`src/rtl/cs_seq_pkg.sv`:
```
package cs_seq_pkg;

  typedef enum logic [2:0] {
    PH_IDLE,
    PH_ADDR,
    PH_SETUP,
    PH_STRB,
    PH_HOLD,
    PH_RECV
  } phase_e;

  typedef struct packed {
    logic [3:0] addr_len;
    logic [3:0] setup_len;
    logic [3:0] strb_len;
    logic [3:0] hold_len;
    logic [3:0] recv_len;
  } phase_len_t;

  typedef struct packed {
    logic       enable;
    logic       wr_ok;
    logic       narrow;
    logic       muxed;
    logic [1:0] style;
    logic [3:0] size;
    phase_len_t len;
  } cs_cfg_t;

  // Field placement inside a configuration word
  localparam int BIT_EN     = 31;
  localparam int BIT_WROK   = 1;
  localparam int BIT_NARROW = 0;
  localparam int BIT_MUX    = 4;

  function automatic cs_cfg_t unpack_cfg(input logic [31:0] w);
    cs_cfg_t c;
    c.enable        = w[BIT_EN];
    c.wr_ok         = w[BIT_WROK];
    c.narrow        = w[BIT_NARROW];
    c.muxed         = w[BIT_MUX];
    c.style         = w[15:14];
    c.size          = w[13:10];
    c.len.addr_len  = {2'b00, w[29:28]};
    c.len.setup_len = {2'b00, w[27:26]};
    c.len.strb_len  = w[25:22];
    c.len.hold_len  = {2'b00, w[21:20]};
    c.len.recv_len  = w[19:16];
    return c;
  endfunction

endpackage

```
`src/rtl/cs_cfg_bank.sv`:
```
module cs_cfg_bank
  import cs_seq_pkg::*;
#(
  parameter int NUM_CS = 8,
  parameter int SEL_W  = $clog2(NUM_CS)
) (
  input  logic             clk,
  input  logic             rst_n,
  input  logic             wr_en,
  input  logic [SEL_W-1:0] wr_sel,
  input  logic [31:0]      wr_data,
  input  logic [SEL_W-1:0] rd_sel,
  output cs_cfg_t          rd_cfg
);

  logic [31:0] words [NUM_CS];

  for (genvar g = 0; g < NUM_CS; g++) begin : g_word
    always_ff @(posedge clk or negedge rst_n) begin
      if (!rst_n) begin
        words[g] <= '0;
      end else if (wr_en && (wr_sel == SEL_W'(g))) begin
        words[g] <= wr_data;
      end
    end
  end

  always_comb begin
    rd_cfg = unpack_cfg(words[rd_sel]);
  end

endmodule

```
`src/rtl/cs_req_check.sv`:
```
module cs_req_check
  import cs_seq_pkg::*;
#(
  parameter int ADDR_W = 24
) (
  input  cs_cfg_t            cfg,
  input  logic               is_write,
  input  logic [ADDR_W-1:0]  addr_in,
  output logic               refuse,
  output logic [ADDR_W-1:0]  addr_out
);

  localparam int BASE_SHIFT = 9;

  logic [ADDR_W:0] window;
  logic [ADDR_W:0] win_mask;

  always_comb begin
    window   = (ADDR_W+1)'(1) << (BASE_SHIFT + int'(cfg.size));
    win_mask = window - (ADDR_W+1)'(1);
    addr_out = addr_in & win_mask[ADDR_W-1:0];
    refuse   = !cfg.enable || (is_write && !cfg.wr_ok) || (cfg.style != 2'b00);
  end

endmodule

```
`src/rtl/cs_phase_seq.sv`:
```
module cs_phase_seq
  import cs_seq_pkg::*;
(
  input  logic       clk,
  input  logic       rst_n,
  input  logic       start,
  input  phase_len_t len_in,
  output phase_e     phase,
  output logic       last_cyc,
  output logic       done
);

  phase_len_t lens;
  logic [3:0] cnt;

  always_ff @(posedge clk or negedge rst_n) begin
    if (!rst_n) begin
      phase <= PH_IDLE;
      cnt   <= '0;
      lens  <= '0;
      done  <= 1'b0;
    end else begin
      done <= 1'b0;
      case (phase)
        PH_IDLE: begin
          if (start) begin
            phase <= PH_ADDR;
            cnt   <= len_in.addr_len;
            lens  <= len_in;
          end
        end
        PH_ADDR: begin
          if (cnt == 4'd0) begin
            phase <= PH_SETUP;
            cnt   <= lens.setup_len;
          end else begin
            cnt <= cnt - 4'd1;
          end
        end
        PH_SETUP: begin
          if (cnt == 4'd0) begin
            phase <= PH_STRB;
            cnt   <= lens.strb_len;
          end else begin
            cnt <= cnt - 4'd1;
          end
        end
        PH_STRB: begin
          if (cnt == 4'd0) begin
            phase <= PH_HOLD;
            cnt   <= lens.hold_len;
          end else begin
            cnt <= cnt - 4'd1;
          end
        end
        PH_HOLD: begin
          if (cnt == 4'd0) begin
            phase <= PH_RECV;
            cnt   <= lens.recv_len;
          end else begin
            cnt <= cnt - 4'd1;
          end
        end
        PH_RECV: begin
          if (cnt == 4'd0) begin
            phase <= PH_IDLE;
            done  <= 1'b1;
          end else begin
            cnt <= cnt - 4'd1;
          end
        end
        default: phase <= PH_IDLE;
      endcase
    end
  end

  assign last_cyc = (cnt == 4'd0);

  // each phase is entered only from its predecessor
  a_r2_setup_after_addr: assert property (@(posedge clk) disable iff (!rst_n)
    (phase == PH_SETUP && $past(phase) != PH_SETUP) |-> $past(phase) == PH_ADDR);
  a_r2_strb_after_setup: assert property (@(posedge clk) disable iff (!rst_n)
    (phase == PH_STRB && $past(phase) != PH_STRB) |-> $past(phase) == PH_SETUP);
  a_r2_hold_after_strb: assert property (@(posedge clk) disable iff (!rst_n)
    (phase == PH_HOLD && $past(phase) != PH_HOLD) |-> $past(phase) == PH_STRB);
  a_r2_recv_after_hold: assert property (@(posedge clk) disable iff (!rst_n)
    (phase == PH_RECV && $past(phase) != PH_RECV) |-> $past(phase) == PH_HOLD);
  // completion follows the recovery phase
  a_r10_done_from_recv: assert property (@(posedge clk) disable iff (!rst_n)
    done |-> (phase == PH_IDLE && $past(phase) == PH_RECV));

endmodule

```
`src/rtl/cs_bus_seq.sv`:
```
module cs_bus_seq
  import cs_seq_pkg::*;
#(
  parameter int NUM_CS = 8,
  parameter int ADDR_W = 24,
  parameter int DATA_W = 16,
  localparam int SEL_W = $clog2(NUM_CS)
) (
  input  logic              clk,
  input  logic              rst_n,
  input  logic              cfg_we,
  input  logic [SEL_W-1:0]  cfg_sel,
  input  logic [31:0]       cfg_wdata,
  input  logic              req_valid,
  output logic              req_ready,
  input  logic [SEL_W-1:0]  req_cs,
  input  logic [ADDR_W-1:0] req_addr,
  input  logic              req_write,
  input  logic [DATA_W-1:0] req_wdata,
  output logic              rsp_valid,
  output logic              rsp_err,
  output logic [DATA_W-1:0] rsp_rdata,
  output logic [NUM_CS-1:0] bus_cs_n,
  output logic [ADDR_W-1:0] bus_addr,
  output logic              bus_rd_n,
  output logic              bus_wr_n,
  output logic [DATA_W-1:0] bus_dout,
  output logic              bus_doe,
  input  logic [DATA_W-1:0] bus_din
);

  localparam int NARROW_W = 8;

  cs_cfg_t           sel_cfg;
  logic              refuse;
  logic [ADDR_W-1:0] win_addr;
  phase_e            phase;
  logic              last_cyc;
  logic              seq_done;
  logic              accept;
  logic              start;

  logic [SEL_W-1:0]  cur_cs;
  logic [ADDR_W-1:0] cur_addr;
  logic [DATA_W-1:0] cur_wdata;
  logic              cur_write;
  logic              cur_narrow;
  logic              cur_mux;
  logic [DATA_W-1:0] rdata_q;
  logic              refuse_pulse;

  cs_cfg_bank #(.NUM_CS(NUM_CS), .SEL_W(SEL_W)) u_bank (
    .clk     (clk),
    .rst_n   (rst_n),
    .wr_en   (cfg_we),
    .wr_sel  (cfg_sel),
    .wr_data (cfg_wdata),
    .rd_sel  (req_cs),
    .rd_cfg  (sel_cfg)
  );

  cs_req_check #(.ADDR_W(ADDR_W)) u_check (
    .cfg      (sel_cfg),
    .is_write (req_write),
    .addr_in  (req_addr),
    .refuse   (refuse),
    .addr_out (win_addr)
  );

  assign req_ready = (phase == PH_IDLE);
  assign accept    = req_valid && req_ready;
  assign start     = accept && !refuse;

  cs_phase_seq u_seq (
    .clk      (clk),
    .rst_n    (rst_n),
    .start    (start),
    .len_in   (sel_cfg.len),
    .phase    (phase),
    .last_cyc (last_cyc),
    .done     (seq_done)
  );

  function automatic logic [DATA_W-1:0] trim(input logic [DATA_W-1:0] d, input logic nar);
    return nar ? {{(DATA_W-NARROW_W){1'b0}}, d[NARROW_W-1:0]} : d;
  endfunction

  always_ff @(posedge clk or negedge rst_n) begin
    if (!rst_n) begin
      cur_cs       <= '0;
      cur_addr     <= '0;
      cur_wdata    <= '0;
      cur_write    <= 1'b0;
      cur_narrow   <= 1'b0;
      cur_mux      <= 1'b0;
      rdata_q      <= '0;
      refuse_pulse <= 1'b0;
    end else begin
      refuse_pulse <= accept && refuse;
      if (accept) begin
        rdata_q <= '0;
      end
      if (start) begin
        cur_cs     <= req_cs;
        cur_addr   <= win_addr;
        cur_wdata  <= trim(req_wdata, sel_cfg.narrow);
        cur_write  <= req_write;
        cur_narrow <= sel_cfg.narrow;
        cur_mux    <= sel_cfg.muxed;
      end
      if (phase == PH_STRB && last_cyc && !cur_write) begin
        rdata_q <= trim(bus_din, cur_narrow);
      end
    end
  end

  logic active;
  logic drive_data;
  logic drive_addr;

  always_comb begin
    active     = (phase == PH_ADDR) || (phase == PH_SETUP) ||
                 (phase == PH_STRB) || (phase == PH_HOLD);
    drive_data = cur_write && ((phase == PH_SETUP) || (phase == PH_STRB) ||
                               (phase == PH_HOLD));
    drive_addr = cur_mux && (phase == PH_ADDR);
    bus_cs_n   = active ? ~(NUM_CS'(1) << cur_cs) : '1;
    bus_addr   = active ? cur_addr : '0;
    bus_rd_n   = !((phase == PH_STRB) && !cur_write);
    bus_wr_n   = !((phase == PH_STRB) && cur_write);
    bus_doe    = drive_data || drive_addr;
    if (drive_addr)      bus_dout = cur_addr[DATA_W-1:0];
    else if (drive_data) bus_dout = cur_wdata;
    else                 bus_dout = '0;
  end

  assign rsp_valid = seq_done || refuse_pulse;
  assign rsp_err   = refuse_pulse;
  assign rsp_rdata = rdata_q;

  // never both strobes low
  a_r4_single_strobe: assert property (@(posedge clk) disable iff (!rst_n)
    !(!bus_rd_n && !bus_wr_n));
  // a strobe only inside an active chip select
  a_r4_strobe_in_cs: assert property (@(posedge clk) disable iff (!rst_n)
    (!bus_rd_n || !bus_wr_n) |-> (bus_cs_n != '1));
  // at most one chip select low
  a_r3_cs_onehot: assert property (@(posedge clk) disable iff (!rst_n)
    $onehot0(~bus_cs_n));
  // refused request drives no chip select next cycle
  a_r9_refuse_quiet: assert property (@(posedge clk) disable iff (!rst_n)
    (accept && refuse) |=> (bus_cs_n == '1 && bus_rd_n && bus_wr_n && !bus_doe));
  // a good request makes the block busy
  a_r10_busy_after_start: assert property (@(posedge clk) disable iff (!rst_n)
    (accept && !refuse) |=> !req_ready);

endmodule

```
`config.mk`:
```
export PLATFORM = sky130hd
export DESIGN_NAME = cs_bus_seq
export DESIGN_NICKNAME = d
export VERILOG_FILES = /design/src/rtl/cs_seq_pkg.sv /design/src/rtl/cs_cfg_bank.sv /design/src/rtl/cs_req_check.sv /design/src/rtl/cs_phase_seq.sv /design/src/rtl/cs_bus_seq.sv
export SDC_FILE = /design/constraint.sdc
export NUM_CORES = 1
export LEC_CHECK = 0
export BUFFER_PORTS_ARGS = -buffer_cell sky130_fd_sc_hd__buf_2
export CORE_MARGIN = 8
export CORE_UTILIZATION = 50
export DETAILED_ROUTE_END_ITERATION = 12
export PLACE_DENSITY = 0.71
export SLEW_MARGIN = 5
export SYNTH_ARGS = -nofsm -noshare
export SYNTH_HDL_FRONTEND = slang
export SYNTH_SLANG_ARGS = --single-unit
```
`constraint.sdc`:
```
create_clock -name clk -period 3.85 [get_ports clk]
set_clock_uncertainty 0.1 [all_clocks]
set_input_delay 0.1925 -clock clk [delete_from_list [all_inputs] [get_ports clk]]
set_output_delay 0.1925 -clock clk [all_outputs]
set_load 0.01 [all_outputs]
```
==> impl_results.md <==
* Status: finished clean
* Most common cell after layout, fill and taps aside: dfrtp_1
* Seq cells post-synth at 275
* CP arrival at 2.70 ns
* Share of cells above drive strength 1 at 40.3%
* Remaining Overflow, GRT at 0
* Max incr delay on CP at 0.62 ns
* Initial antenna violation count at 2
* Final worst path period need at 3.00 ns
* Remaining DRCs at 0
* Initial Util at 50.9%
* Die area at 0.0310 mm²
* Post-DRT Antenna Nets at 0
* Worst Path Buf+Inv at 2
* Tcrit/Tclk final at 77.8%
* Vias in the first global route at 8954
* Sequential element share of the synthesized area at 53.7%
* Commonest cells after routing, fill and taps aside: dfrtp_1, mux2_2, buf_2
* Area of the multi-input gates at 0.00563 mm²
* Total setup buffers inserted after CTS at 0
* Post-synthesis instance total at 971
* Vias per inst at 5.63
* CTS tree: built
* Crit. End Element: output port
* Maxcap violations at 0
* CTS root buf: clkbuf_16
* Critical Path RT at 3.56 ns
* CP Cell Sequence: nor2_1 -> xnor2_2 -> buf_4 -> nor2b_1 -> nand3_1 -> buf_2
* H-tree depth at 1
* Detailed-route via count at 8743
* Global-route wire length before repair at 49.9 mm
* I/O pin cnt at 169
* Post-detail-place hpwl at 19.7 mm
* CTS Buf Count at 29
* WL per Instance at 20.0 µm
* Slew HR at 31.1%
* Non-filler cells, final at 1554
* Peak VDD IR at 0.000432 V
* RSZ-0062 raised after global routing: no
* Yosys cell types at 65
* P&R area growth vs syn at 22.6%
* Synthesized area at 0.0128 mm²
* Total track usage at 19.8%
* GPL Wtd Cong at 0.825
* Max Freq at 334 MHz
* Post-layout nets at 1307
* Routed WL at 31.0 mm
* Die W at 176 µm
* Startpoint class of the critical path: flop
* Rows at 58
* Worst slew pin tran at 1.03 ns
* Slowest cell on crit path: dfrtp_1
* Power Dens Cells at 608 mW/mm²
* Port buffer count at 160
* Register Area at 0.00688 mm²
* Drt first-iter violations at 695
* Placed Cells at 1422
* Filler cell count at 1882
* Die Y at 176 µm
* Clock-pin slew on the worst setup and hold paths at 0.06 ns
* Later-pin clock latency in the skew report at 0.54 ns
* Setup CP Type: flop to output port
* Slew Limit Fails at 0
* Avg Cell Area, Syn at 13.2 µm²
* Buffer depth of the longest clock path at 3
* CP top delay family: simple AND/OR/NAND/NOR gates
* Fin Setup TNS at 0 ns
* Fin. Hold Viols at 0
* CP Max Fanout at 29
* Worst Hold Class: input pin to flop
* Drt pass-1 iters at 5
* Number of enable flip-flop cells after synthesis at 0
* Post-synth ARST share at 100%
* Leading register cell type out of synthesis: dfrtp_1
* Core area at 0.0252 mm²
* P_leak at 7.08 nW
* Yosys warning total at 0
* Largest net degree at the start of global routing at 104
* Setup violators final at 0
* # clock sinks at 275
## cells in the mapped netlist, types with 2 or more instances
| cell | count | share of area, % |
|---|---|---|
| a21oi_1 | 24 | 0.94 |
| a22o_1 | 17 | 1.2 |
| a22oi_1 | 6 | 0.35 |
| a31oi_1 | 4 | 0.20 |
| and2_1 | 26 | 1.3 |
| and3_1 | 2 | 0.098 |
| buf_1 | 3 | 0.088 |
| buf_2 | 17 | 0.66 |
| buf_4 | 2 | 0.12 |
| buf_6 | 5 | 0.44 |
| clkbuf_1 | 34 | 1.0 |
| dfrtp_1 | 275 | 54 |
| ha_1 | 3 | 0.29 |
| inv_1 | 11 | 0.32 |
| mux2_2 | 201 | 18 |
| mux2_4 | 12 | 1.4 |
| mux2i_1 | 18 | 1.4 |
| mux4_1 | 5 | 1.0 |
| mux4_2 | 35 | 6.1 |
| nand2_1 | 102 | 3.0 |
| nand2b_1 | 7 | 0.34 |
| nand3_1 | 13 | 0.51 |
| nand3b_1 | 6 | 0.35 |
| nand4_1 | 5 | 0.24 |
| nand4b_1 | 4 | 0.27 |
| nor2_1 | 17 | 0.50 |
| nor2b_1 | 6 | 0.29 |
| nor3_1 | 8 | 0.31 |
| nor3b_1 | 3 | 0.18 |
| nor4b_1 | 4 | 0.27 |
| o211ai_1 | 2 | 0.12 |
| o21ai_0 | 49 | 1.9 |
| o21ai_1 | 3 | 0.12 |
| o221ai_1 | 2 | 0.14 |
| o2bb2ai_1 | 2 | 0.14 |
| o31ai_1 | 3 | 0.18 |
| o31ai_2 | 4 | 0.39 |
| o32ai_1 | 2 | 0.14 |
| or2_4 | 2 | 0.14 |
| xnor2_1 | 2 | 0.14 |
## worst min-delay path, cell delays in order
cell and delay, ns:
buf_2 0.14, inv_1 0.17, o21ai_0 0.11
## metrics by stage
stage | total power, mW | util [%] | area (µm²) | hold WS, ns | setup slack (ns)
after floorplan | 5.87 | - | 12800 | -0.203 | 1.72
after global placement | 6.68 | 55.5 | 14000 | 0.164 | 1.14
after detailed placement | 6.78 | 55.5 | 14000 | 0.168 | 1.12
after CTS | 9.60 | 62.4 | 15700 | 0.00849 | 0.882
after global routing | 10.1 | 62.4 | 15700 | 0.0571 | 0.678
final | 9.55 | 62.4 | 15700 | 0.0308 | 0.854
## cells by family (layout without fill, tap and decap cells)
kind of cell	after synthesis	after routing	share of synthesized area, %
AO/OA/AOI/OAI	132	132	7.01
XOR/XNOR	2	2	0.137
adder cells (fa/ha/maj)	3	3	0.293
buffers and inverters	73	323	2.74
flip-flops	275	275	53.7
multiplexers	271	271	27.6
other	1	4	0.0293
AND/OR/NAND/NOR	214	214	8.47
## layout make-up
type	count	area share [%]
multi-input combinational	624	35.8
sequential	275	43.8
clock buffer	42	5.37
inverter	11	0.263
tap	330	2.63
clock inverter	6	0.533
timing repair buffer	264	11.6
antenna	2	0.0318
## sequential cells by signal, indices dropped and copies added, names as in the netlist, 3 cells and up
| signal | flops |
|---|---|
| rsp_rdata | 16 |
| u_seq.lens | 12 |
| cur_addr | 24 |
| u_seq.phase | 3 |
| cur_wdata | 16 |
| u_bank.words | 192 |
| cur_cs | 3 |
| u_seq.cnt | 4 |
## per-layer routing
metal / global-route usage [%] / vias to the layer above / share of wire [%]
li1: - / 4011 / -
met1: 27.8 / 4452 / 45
met2: 31.6 / 244 / 47
met3: 3.78 / 36 / 6.2
met4: 4.13 / 0 / 1.9
met5: 0 / - / 0
## power breakdown
| part | internal [mW] | switching (mW) |
|---|---|---|
| Sequential | 3.65 | 0.512 |
| Clock | 1.64 | 1.10 |
| Combinational | 1.36 | 1.30 |
| Total | 6.64 | 2.91 |
## path summary, 6_finish.rpt
check                                  to        startpoint  slack (ns)  depth (start not counted)
max in group asynchronous  u_seq.lens[12]             rst_n        2.54                          3
min in group asynchronous    cur_addr[19]             rst_n        0.16                          2
max reg2reg                  cur_wdata[4]  u_bank.words[95]        1.38                          6
min reg2reg                  cur_addr[21]      cur_addr[21]        0.37                          2
min                             cur_write         req_write        0.03                          3
max                           bus_cs_n[3]    u_seq.phase[1]        0.85                          6
## what timing repair did
action / in CTS / in global routing
hold buffers: 82 / 0
hold endpoints to repair: 338 / 0
resized for setup: 0 / 0
Power figures use the tool's default switching activity.
